===== src/rtl/sic_pkg.sv =====
package sic_pkg;

  typedef enum logic [3:0] {
    RG_STATUS,
    RG_RAW,
    RG_EN_SET,
    RG_EN_CLR,
    RG_SOFT_SET,
    RG_SOFT_CLR,
    RG_PT_SET,
    RG_PT_CLR,
    RG_NONE
  } sic_reg_e;

  // Word index map; the positions are what software relies on.
  localparam int unsigned IX_STATUS   = 0;
  localparam int unsigned IX_RAW      = 1;
  localparam int unsigned IX_EN_SET   = 2;
  localparam int unsigned IX_EN_CLR   = 3;
  localparam int unsigned IX_SOFT_SET = 4;
  localparam int unsigned IX_SOFT_CLR = 5;
  localparam int unsigned IX_PT_SET   = 8;
  localparam int unsigned IX_PT_CLR   = 9;

  function automatic sic_reg_e sic_decode(input logic [31:0] idx);
    sic_reg_e r;
    case (idx)
      IX_STATUS:   r = RG_STATUS;
      IX_RAW:      r = RG_RAW;
      IX_EN_SET:   r = RG_EN_SET;
      IX_EN_CLR:   r = RG_EN_CLR;
      IX_SOFT_SET: r = RG_SOFT_SET;
      IX_SOFT_CLR: r = RG_SOFT_CLR;
      IX_PT_SET:   r = RG_PT_SET;
      IX_PT_CLR:   r = RG_PT_CLR;
      default:     r = RG_NONE;
    endcase
    return r;
  endfunction

endpackage


===== src/rtl/sic_level_cap.sv =====
module sic_level_cap #(
  parameter int NUM_IRQ = 32
) (
  input  logic               clk,
  input  logic               rst,
  input  logic [NUM_IRQ-1:0] irq_in,
  output logic [NUM_IRQ-1:0] level_q
);

  always_ff @(posedge clk) begin
    if (rst) level_q <= '0;
    else     level_q <= irq_in;
  end

  // captured level follows the inputs of the previous edge
  a_r2_capture: assert property (@(posedge clk) disable iff (rst)
    !$past(rst) |-> level_q == $past(irq_in));

endmodule


===== src/rtl/sic_regfile.sv =====
module sic_regfile
  import sic_pkg::*;
#(
  parameter int NUM_IRQ = 32,
  parameter int ADDR_W  = 10,
  parameter int PT_LO   = 21,
  parameter int PT_HI   = 30
) (
  input  logic               clk,
  input  logic               rst,
  input  logic               bus_sel,
  input  logic               bus_wr,
  input  logic [ADDR_W-1:0]  bus_idx,
  input  logic [NUM_IRQ-1:0] bus_wdata,
  input  logic [NUM_IRQ-1:0] level_q,
  output logic [NUM_IRQ-1:0] bus_rdata,
  output logic [NUM_IRQ-1:0] en_mask,
  output logic [NUM_IRQ-1:0] pt_mask
);

  function automatic logic [NUM_IRQ-1:0] window_bits();
    logic [NUM_IRQ-1:0] m;
    m = '0;
    for (int i = 0; i < NUM_IRQ; i++)
      if (i >= PT_LO && i <= PT_HI) m[i] = 1'b1;
    return m;
  endfunction

  localparam logic [NUM_IRQ-1:0] PT_WIN = window_bits();

  sic_reg_e           reg_sel;
  logic               do_wr;
  logic               do_rd;
  logic               data_nz;
  logic [NUM_IRQ-1:0] en_nxt;
  logic [NUM_IRQ-1:0] pt_nxt;
  logic [NUM_IRQ-1:0] rd_val;

  assign reg_sel = sic_decode(32'(bus_idx));
  assign do_wr   = bus_sel & bus_wr;
  assign do_rd   = bus_sel & ~bus_wr;
  assign data_nz = |bus_wdata;

  always_comb begin
    en_nxt = en_mask;
    pt_nxt = pt_mask;
    if (do_wr) begin
      unique case (reg_sel)
        RG_EN_SET:   en_nxt = en_mask | bus_wdata;
        RG_EN_CLR:   en_nxt = en_mask & ~bus_wdata;
        RG_SOFT_SET: if (data_nz) en_nxt[0] = 1'b1;
        RG_SOFT_CLR: if (data_nz) en_nxt[0] = 1'b0;
        RG_PT_SET:   pt_nxt = pt_mask | (bus_wdata & PT_WIN);
        RG_PT_CLR:   pt_nxt = pt_mask & ~bus_wdata;
        default:     ;
      endcase
    end
  end

  always_comb begin
    rd_val = '0;
    unique case (reg_sel)
      RG_STATUS:   rd_val = level_q & en_mask;
      RG_RAW:      rd_val = level_q;
      RG_EN_SET:   rd_val = en_mask;
      RG_SOFT_SET: rd_val[0] = level_q[0];
      RG_PT_SET:   rd_val = pt_mask;
      default:     rd_val = '0;
    endcase
  end

  always_ff @(posedge clk) begin
    if (rst) begin
      en_mask   <= '0;
      pt_mask   <= '0;
      bus_rdata <= '0;
    end else begin
      en_mask   <= en_nxt;
      pt_mask   <= pt_nxt;
      bus_rdata <= do_rd ? rd_val : '0;
    end
  end

  // masks cleared by reset
  a_r1_reset_clear: assert property (@(posedge clk)
    rst |=> (en_mask == '0 && pt_mask == '0 && bus_rdata == '0));

  // set and clear of the enable mask
  a_r4_en_set: assert property (@(posedge clk) disable iff (rst)
    (do_wr && reg_sel == RG_EN_SET) |=> ((en_mask & $past(bus_wdata)) == $past(bus_wdata)));
  a_r4_en_clr: assert property (@(posedge clk) disable iff (rst)
    (do_wr && reg_sel == RG_EN_CLR) |=> ((en_mask & $past(bus_wdata)) == '0));

  // zero data to the software pair leaves the mask alone
  a_r5_soft_zero: assert property (@(posedge clk) disable iff (rst)
    (do_wr && !data_nz && (reg_sel == RG_SOFT_SET || reg_sel == RG_SOFT_CLR)) |=> $stable(en_mask));

  // passthrough bits never leave the window
  a_r6_pt_window: assert property (@(posedge clk) disable iff (rst)
    (pt_mask & ~PT_WIN) == '0);

  // writes to unlisted indices change nothing
  a_r8_ignore_write: assert property (@(posedge clk) disable iff (rst)
    (do_wr && reg_sel == RG_NONE) |=> ($stable(en_mask) && $stable(pt_mask)));

  // read data idles at zero after a cycle with no read
  a_r9_rdata_idle: assert property (@(posedge clk) disable iff (rst)
    !do_rd |=> bus_rdata == '0);

endmodule


===== src/rtl/sic_out_comb.sv =====
module sic_out_comb #(
  parameter int NUM_IRQ = 32,
  parameter int PT_LO   = 21,
  parameter int PT_HI   = 30,
  parameter int SUM_IDX = 31
) (
  input  logic               clk,
  input  logic               rst,
  input  logic [NUM_IRQ-1:0] level_q,
  input  logic [NUM_IRQ-1:0] en_mask,
  input  logic [NUM_IRQ-1:0] pt_mask,
  output logic [NUM_IRQ-1:0] parent_irq
);

  logic [NUM_IRQ-1:0] par_nxt;
  logic               summary;

  assign summary = |(level_q & en_mask);

  for (genvar i = 0; i < NUM_IRQ; i++) begin : g_line
    if (i == SUM_IDX) begin : g_sum
      assign par_nxt[i] = summary;
    end else if (i >= PT_LO && i <= PT_HI) begin : g_pass
      assign par_nxt[i] = level_q[i] & pt_mask[i];
    end else begin : g_low
      assign par_nxt[i] = 1'b0;
    end
  end

  always_ff @(posedge clk) begin
    if (rst) parent_irq <= '0;
    else     parent_irq <= par_nxt;
  end

  // summary line tracks the masked level one cycle later
  a_r3_summary: assert property (@(posedge clk) disable iff (rst)
    !$past(rst) |-> parent_irq[SUM_IDX] == $past((level_q & en_mask) != '0));

  // passthrough line follows level only when enabled
  for (genvar j = PT_LO; j <= PT_HI; j++) begin : g_chk
    a_r7_pass_follow: assert property (@(posedge clk) disable iff (rst)
      (!$past(rst) && !$past(pt_mask[j])) |-> !parent_irq[j]);
  end

  // lines below the window are held low
  a_r7_low_lines: assert property (@(posedge clk) disable iff (rst)
    parent_irq[PT_LO-1:0] == '0);

endmodule


===== src/rtl/sub_irq_ctrl.sv =====
module sub_irq_ctrl #(
  parameter int NUM_IRQ = 32,
  parameter int ADDR_W  = 10,
  parameter int PT_LO   = 21,
  parameter int PT_HI   = 30,
  parameter int SUM_IDX = 31
) (
  input  logic               clk,
  input  logic               rst,
  input  logic [NUM_IRQ-1:0] irq_in,
  input  logic               bus_sel,
  input  logic               bus_wr,
  input  logic [ADDR_W-1:0]  bus_idx,
  input  logic [NUM_IRQ-1:0] bus_wdata,
  output logic [NUM_IRQ-1:0] bus_rdata,
  output logic [NUM_IRQ-1:0] parent_irq
);

  logic [NUM_IRQ-1:0] level_q;
  logic [NUM_IRQ-1:0] en_mask;
  logic [NUM_IRQ-1:0] pt_mask;

  sic_level_cap #(.NUM_IRQ(NUM_IRQ)) u_cap (
    .clk     (clk),
    .rst     (rst),
    .irq_in  (irq_in),
    .level_q (level_q)
  );

  sic_regfile #(
    .NUM_IRQ (NUM_IRQ),
    .ADDR_W  (ADDR_W),
    .PT_LO   (PT_LO),
    .PT_HI   (PT_HI)
  ) u_regs (
    .clk       (clk),
    .rst       (rst),
    .bus_sel   (bus_sel),
    .bus_wr    (bus_wr),
    .bus_idx   (bus_idx),
    .bus_wdata (bus_wdata),
    .level_q   (level_q),
    .bus_rdata (bus_rdata),
    .en_mask   (en_mask),
    .pt_mask   (pt_mask)
  );

  sic_out_comb #(
    .NUM_IRQ (NUM_IRQ),
    .PT_LO   (PT_LO),
    .PT_HI   (PT_HI),
    .SUM_IDX (SUM_IDX)
  ) u_out (
    .clk        (clk),
    .rst        (rst),
    .level_q    (level_q),
    .en_mask    (en_mask),
    .pt_mask    (pt_mask),
    .parent_irq (parent_irq)
  );

endmodule


===== config.mk =====
export PLATFORM = sky130hd
export DESIGN_NAME = sub_irq_ctrl
export DESIGN_NICKNAME = d
export VERILOG_FILES = /design/src/rtl/sic_pkg.sv /design/src/rtl/sic_level_cap.sv /design/src/rtl/sic_regfile.sv /design/src/rtl/sic_out_comb.sv /design/src/rtl/sub_irq_ctrl.sv
export SDC_FILE = /design/constraint.sdc
export NUM_CORES = 1
export LEC_CHECK = 0
export ABC_AREA = 1
export BUFFER_PORTS_ARGS = -buffer_cell sky130_fd_sc_hd__buf_2
export CORE_AREA = 2 2 163 165
export DETAILED_ROUTE_END_ITERATION = 8
export DIE_AREA = 0 0 165 167
export PLACE_DENSITY = 0.45
export SLEW_MARGIN = 20
export SYNTH_ARGS = -nofsm -noshare
export SYNTH_HDL_FRONTEND = slang
export SYNTH_SLANG_ARGS = --single-unit

===== constraint.sdc =====
create_clock -name clk -period 1.61 [get_ports clk]
set_input_delay 0.161 -clock clk [delete_from_list [all_inputs] [get_ports clk]]
set_output_delay 0.161 -clock clk [all_outputs]
set_load 0.01 [all_outputs]

; ---- Word level (Yosys, flattened, before mapping)
; Memories as Yosys holds them, arrays and structs flattened.
; Cells that the tools add are included.
[classes]
order_cmp = 0
shift = 0
addsub = 0
mul = 0
eq_ne = 9
n_reduce_logical = 12
n_div = 0
mux = 8
bitwise_logic = 20
[op_table]
columns = cell, n
row1 = $pmux W31 S4, 1
row2 = $and A32 B32 Y32, 3
row3 = $pmux W32 S2, 1
row4 = $reduce_or A32 Y1, 2
row5 = $pmux W31 S2, 1
row6 = $not A32 Y32, 1
row7 = $or A32 B31 Y32, 1
row8 = $or A32 B32 Y32, 1
row9 = $eq A4 B3 Y1 const B, 4
row10 = $and A1 B1 Y1, 12
row11 = $eq A4 B2 Y1 const B, 2
row12 = $pmux W1 S4, 2
row13 = $logic_not A6 Y1, 1
row14 = $eq A4 B1 Y1 const B, 1
row15 = $logic_not A4 Y1, 1
row16 = $mux W4, 1
row17 = $ne A2 B1 Y1 const B, 2
row18 = $reduce_and A2 Y1, 2
row19 = $reduce_and A4 Y1, 1
row20 = $reduce_bool A2 Y1, 2
row21 = $reduce_bool A4 Y1, 1
row22 = $reduce_or A2 Y1, 2
row23 = $mux W1, 2
row24 = $not A1 Y1, 2
[word_totals]
reg_bits = 160
n_memories = 1
out_inout_bits = 64
ram_bits = 0
input_bits = 78
latchBits = 0
romBits = 64
elab_cells = 57
[memory_table]
columns = name, words, width, read_ports, rd_ports_with_merged_regs, write_ports, line
row1 = (no name shown), 16, 4, 1, 0, 0, sic_pkg.sv:27  ; case (idx)

; ---- Longest topological paths before layout
[logic_depth]
word_depth = 5
ltp_mapped = 12
ltp_nobuf = 11

; ---- Modules after synthesis
; From an unflattened synthesis, not the netlist that was laid out.
[unflattened]
cells_unflattened = 890
hier_area_um2 = 6092.1
[modules_own_cells]
columns = module, n_inst, area_per_inst_um2, cells_each
row1 = sic_regfile, 1, 4475.5, 674
row2 = sic_level_cap, 1, 914.6, 99
row3 = sic_out_comb, 1, 701.9, 117

; ---- Worst setup path after synthesis
; OpenSTA, ideal clock, no wires.
[synth_path]
kind = input to register
startpoint = input bus_idx[5]
endpoint = register u_regs.pt_mask[10]
n_path_buf = 1
slack_ns = 0.164
stages = 11
setup_ns = 0.111
t_arrival_ns = 1.336
cell_sequence = nor2_1 -> nand2_1 -> nor2_2 -> nand2_1 -> nor2_1 -> nand3_1 -> nor2_1 -> buf_2 -> nand2_1 -> nand3_1 -> inv_1
[synth_between]
elab_chain_cells = 5
word_cells_on_any_way = 7
cone_classes = eq/ne: 2 / mux: 2 / reduce/logical: 3
[synth_lines]
columns = element, line
row1 = from (decl), sub_irq_ctrl.sv:13  ; input logic [ADDR_W-1:0] bus_idx,
row2 = $logic_not A6 Y1 (*), sic_pkg.sv:27
row3 = $mux W4 (*), sic_pkg.sv:27
row4 = $eq A4 B3 Y1, sic_regfile.sv:48  ; unique case (reg_sel)
row5 = $reduce_bool A2 Y1 (no line), -
row6 = $reduce_and A2 Y1 (no line), -
row7 = to (signal assigned), sic_regfile.sv:79  ; pt_mask <= pt_nxt;
row8 = to (decl), sic_regfile.sv:18  ; output logic [NUM_IRQ-1:0] pt_mask
; Mark *: on every way between the ends. The rest lies on a longest branch, timed or not.
; A chain may end at the register's enable or synchronous reset.

; ---- Final worst setup path
[layout_path]
startpoint = input bus_idx[5]
endpoint = register u_regs.bus_rdata[10]
[layout_between]
elab_chain_cells = 4
word_cells_on_any_way = 7
cone_classes = eq/ne: 3 / mux: 2 / reduce/logical: 2
[layout_lines]
columns = element, line
row1 = $logic_not A6 Y1 (*), sic_pkg.sv:27
row2 = $mux W4 (*), sic_pkg.sv:27
row3 = $eq A4 B3 Y1 (tied with other cells), sic_regfile.sv:62  ; unique case (reg_sel)
row4 = $pmux W31 S4 (*), sic_regfile.sv:62
row5 = to (signal assigned), sic_regfile.sv:80  ; bus_rdata <= do_rd ? rd_val : '0;
row6 = to (decl), sic_regfile.sv:16  ; output logic [NUM_IRQ-1:0] bus_rdata,
; Marks and branches as above.

==> metrics.csv <==
stage,metric,value,unit
die,die_height,167,um
synth,synth_ff_type,dfxtp_1,
timing,setup_ws,0.194,ns
timing,max-slew-margin-rel,62.6,%
grt,grt_pass1_wl,33900,um
timing,setup-violations-final,0,
pwr,vdd_drop_max,0.000515,V
die,row_count,59,
routing,routed_wl,21300,um
synth,synthMostInstantiatedCell,nor2_1,
critical_path,path_max_fanout,31,
grt,overflow,0,
synth,synthArstFlopShare,0,%
placed_design,dp.final_hpwl,15100,um
routing,drt_iter0_markers,315,
synth,yosys-top-cells-count,"nor2_1, nand2_1, dfxtp_1",
synth,ys_seq_elements,139,
synth,avgSynthCellArea,6.81,um^2
synth,synth_area,6380,um^2
die,coreArea,25800,um^2
timing,finalSetupTns,0,ns
run,maxCapViolations,0,
clock_network,htree_levels,4,
grt,grt_max_degree,44,
run_status,outcome,completed,
pwr,power.density,954,nW/um^2
timing,fin_skew,0.00684,ns
placed_design,place_ws,-0.357,ns
worst_hold_path,hp-class,primary input to flip-flop,
routing,via_count,6381,
critical_path,end_kind,flip-flop,
synth,ys_types,27,
timing,slew_violations,0,
synth,synth_edf_count,0,
critical_path,start_kind,primary input,
routing,route.detailed.drc,0,
clock_network,cts.sinks,139,
timing,worst_slew_pin_slew,0.560,ns
final_layout,antenna_cells,0,
routing,wl_per_cell,14.6,um
grt,antenna_found_initial,0,
grt,grt_pass1_vias,6149,
timing,fin_crit_sh,87.9,%
clock_network,cts-root-buf,clkbuf_16,
synth,synth_top_area_share,43.6,%
clock_network,post_cts_buffers,0,
routing,drt-vias-per-instance,4.36,
clock_network,cts_tree,done,
synth,synth-seq-area-share,43.6,%
placed_design,portBuffers,120,
synth,synthTopCellsByArea,"dfxtp_1, nor2_1, nand2_1, nand4_1, inv_1",
pwr,leakagePower,3.93,nW
routing,ant_nets,0,
die,die_w,165,um
synth,post-synth-top-area-cell,dfxtp_1,
placed_design,gp_congestion,0.797,
clock_network,insertion_delay,0.42,ns
timing,min_period,1.42,ns
critical_path,crit_type,primary input to flip-flop,
grt,grt_usage,16.0,%
clock_network,cts_buffers,17,
die,ios,142,
timing,hold_viol,0,
final_layout,drive_above_1_share,19.9,%
critical_path,cp_data_required_time,1.96,ns
die,dieArea,27600,um^2
timing,rsz0062_at_grt,no,
die,start_util,24.8,%
timing,fmax,706,MHz
clock_network,clk_pin_slew_worst_paths,0.06,ns
critical_path,arrival,1.76,ns
final_layout,area_growth,35.2,%
routing,first_pass_iters,5,
final_layout,fillers,2786,
synth,yosys_warnings,0,
clock_network,cts_buffer_depth,2,
synth,syn-instance-count,936,
final_layout,nNetsFinal,1194,
critical path, cell delays in order:
cell and delay [ns]:
buf_2 0.10, nor2_2 0.13, buf_4 0.12, nand2_1 0.08, nor2_4 0.14, nand2_1 0.13
nor2_4 0.22, nand2_1 0.08, o21ai_1 0.12, nand2_1 0.12, buf_12 0.19, nor2_1 0.15
routing by layer:
layer	up-vias	track usage [%]	wire length, um
met5	-	0	0
met4	0	4.01	186
met3	16	3.59	1010
met2	165	25.0	9480
met1	2895	22.3	10600
li1	3305	-	-
path summary, 6_finish.rpt:
path / start / endpoint / slack [ns] / depth (start not counted)
worst max-delay path: bus_idx[5] / u_regs.bus_rdata[10]$_SDFF_PP0_ / 0.19 / 12
worst min-delay path: bus_wdata[8] / u_regs.pt_mask[8]$_SDFFE_PP0P_ / 0.03 / 4
worst max register to register: u_cap.level_q[12]$_SDFF_PP0_ / u_out.parent_irq[31]$_SDFF_PP0_ / 0.21 / 4
worst min register to register: flip-flop / u_out.parent_irq[27]$_SDFF_PP0_ / 0.45 / 2
final cells by class:
type / instances / area (um^2) / area share (%)
Sequential cell: 139 / 2780 / 32.3
Tap cell: 335 / 419 / 4.86
Clock inverter: 11 / 169 / 1.96
Timing Repair Buffer: 209 / 1480 / 17.1
Inverter: 97 / 364 / 4.22
Clock buffer: 20 / 457 / 5.30
Multi-Input combinational cell: 652 / 2960 / 34.3
stage by stage:
| stage | util, % | power (mW) | hold WS (ns) | cell area (um^2) | cells |
|---|---|---|---|---|---|
| global placement | 29.6 | 4.03 | 0.367 | 7640 | 1399 |
| CTS | 33.4 | 8.32 | 0.0149 | 8590 | 1463 |
| global route | 33.5 | 8.52 | 0.0374 | 8620 | 1463 |
| finish | 33.5 | 8.22 | 0.0319 | 8620 | 1463 |
| floorplan | - | 3.80 | 0.268 | 6450 | 956 |
| detailed placement | 29.6 | 4.03 | 0.370 | 7640 | 1399 |
cells by family (layout without fill, tap and decap cells):
logic type / count (synthesis) / count (layout) / synth area share [%]
compound gates: 89 / 89 / 7.04
buf+inv: 165 / 337 / 11.7
flops: 139 / 139 / 43.6
other cells: 1 / 21 / 0.0588
simple gates: 542 / 542 / 37.6
cell usage in the layout, fill, tap and decap left out, drive strengths merged:
| cell type | instances |
|---|---|
| nand4 | 59 |
| nand3 | 62 |
| clkinvlp | 1 |
| dlygate4sd3 | 33 |
| inv | 95 |
| clkbuf | 20 |
| conb | 21 |
| dfxtp | 139 |
| nor2 | 207 |
| bufinv | 4 |
| o21ai | 47 |
| nand2 | 193 |
| nor4 | 2 |
| buf | 176 |
| clkinv | 8 |
| nor3 | 2 |
| a21oi | 42 |
| nand3b | 17 |
where the power goes:
group,total [mW],leakage [nW],switching [mW],internal (mW)
Combinational,0.501,2.50,0.284,0.217
Clock,4.20,0.306,1.54,2.66
Sequential,3.52,1.13,0.0378,3.48
repair_timing:
| action | in CTS | in global routing |
|---|---|---|
| hold endpoints to repair | 33 | 0 |
| endpoints found under the setup margin | 0 | 74 |
| hold buffers | 33 | 0 |
| gates resized for setup | 0 | 8 |
Power figures use the tool's default switching activity.
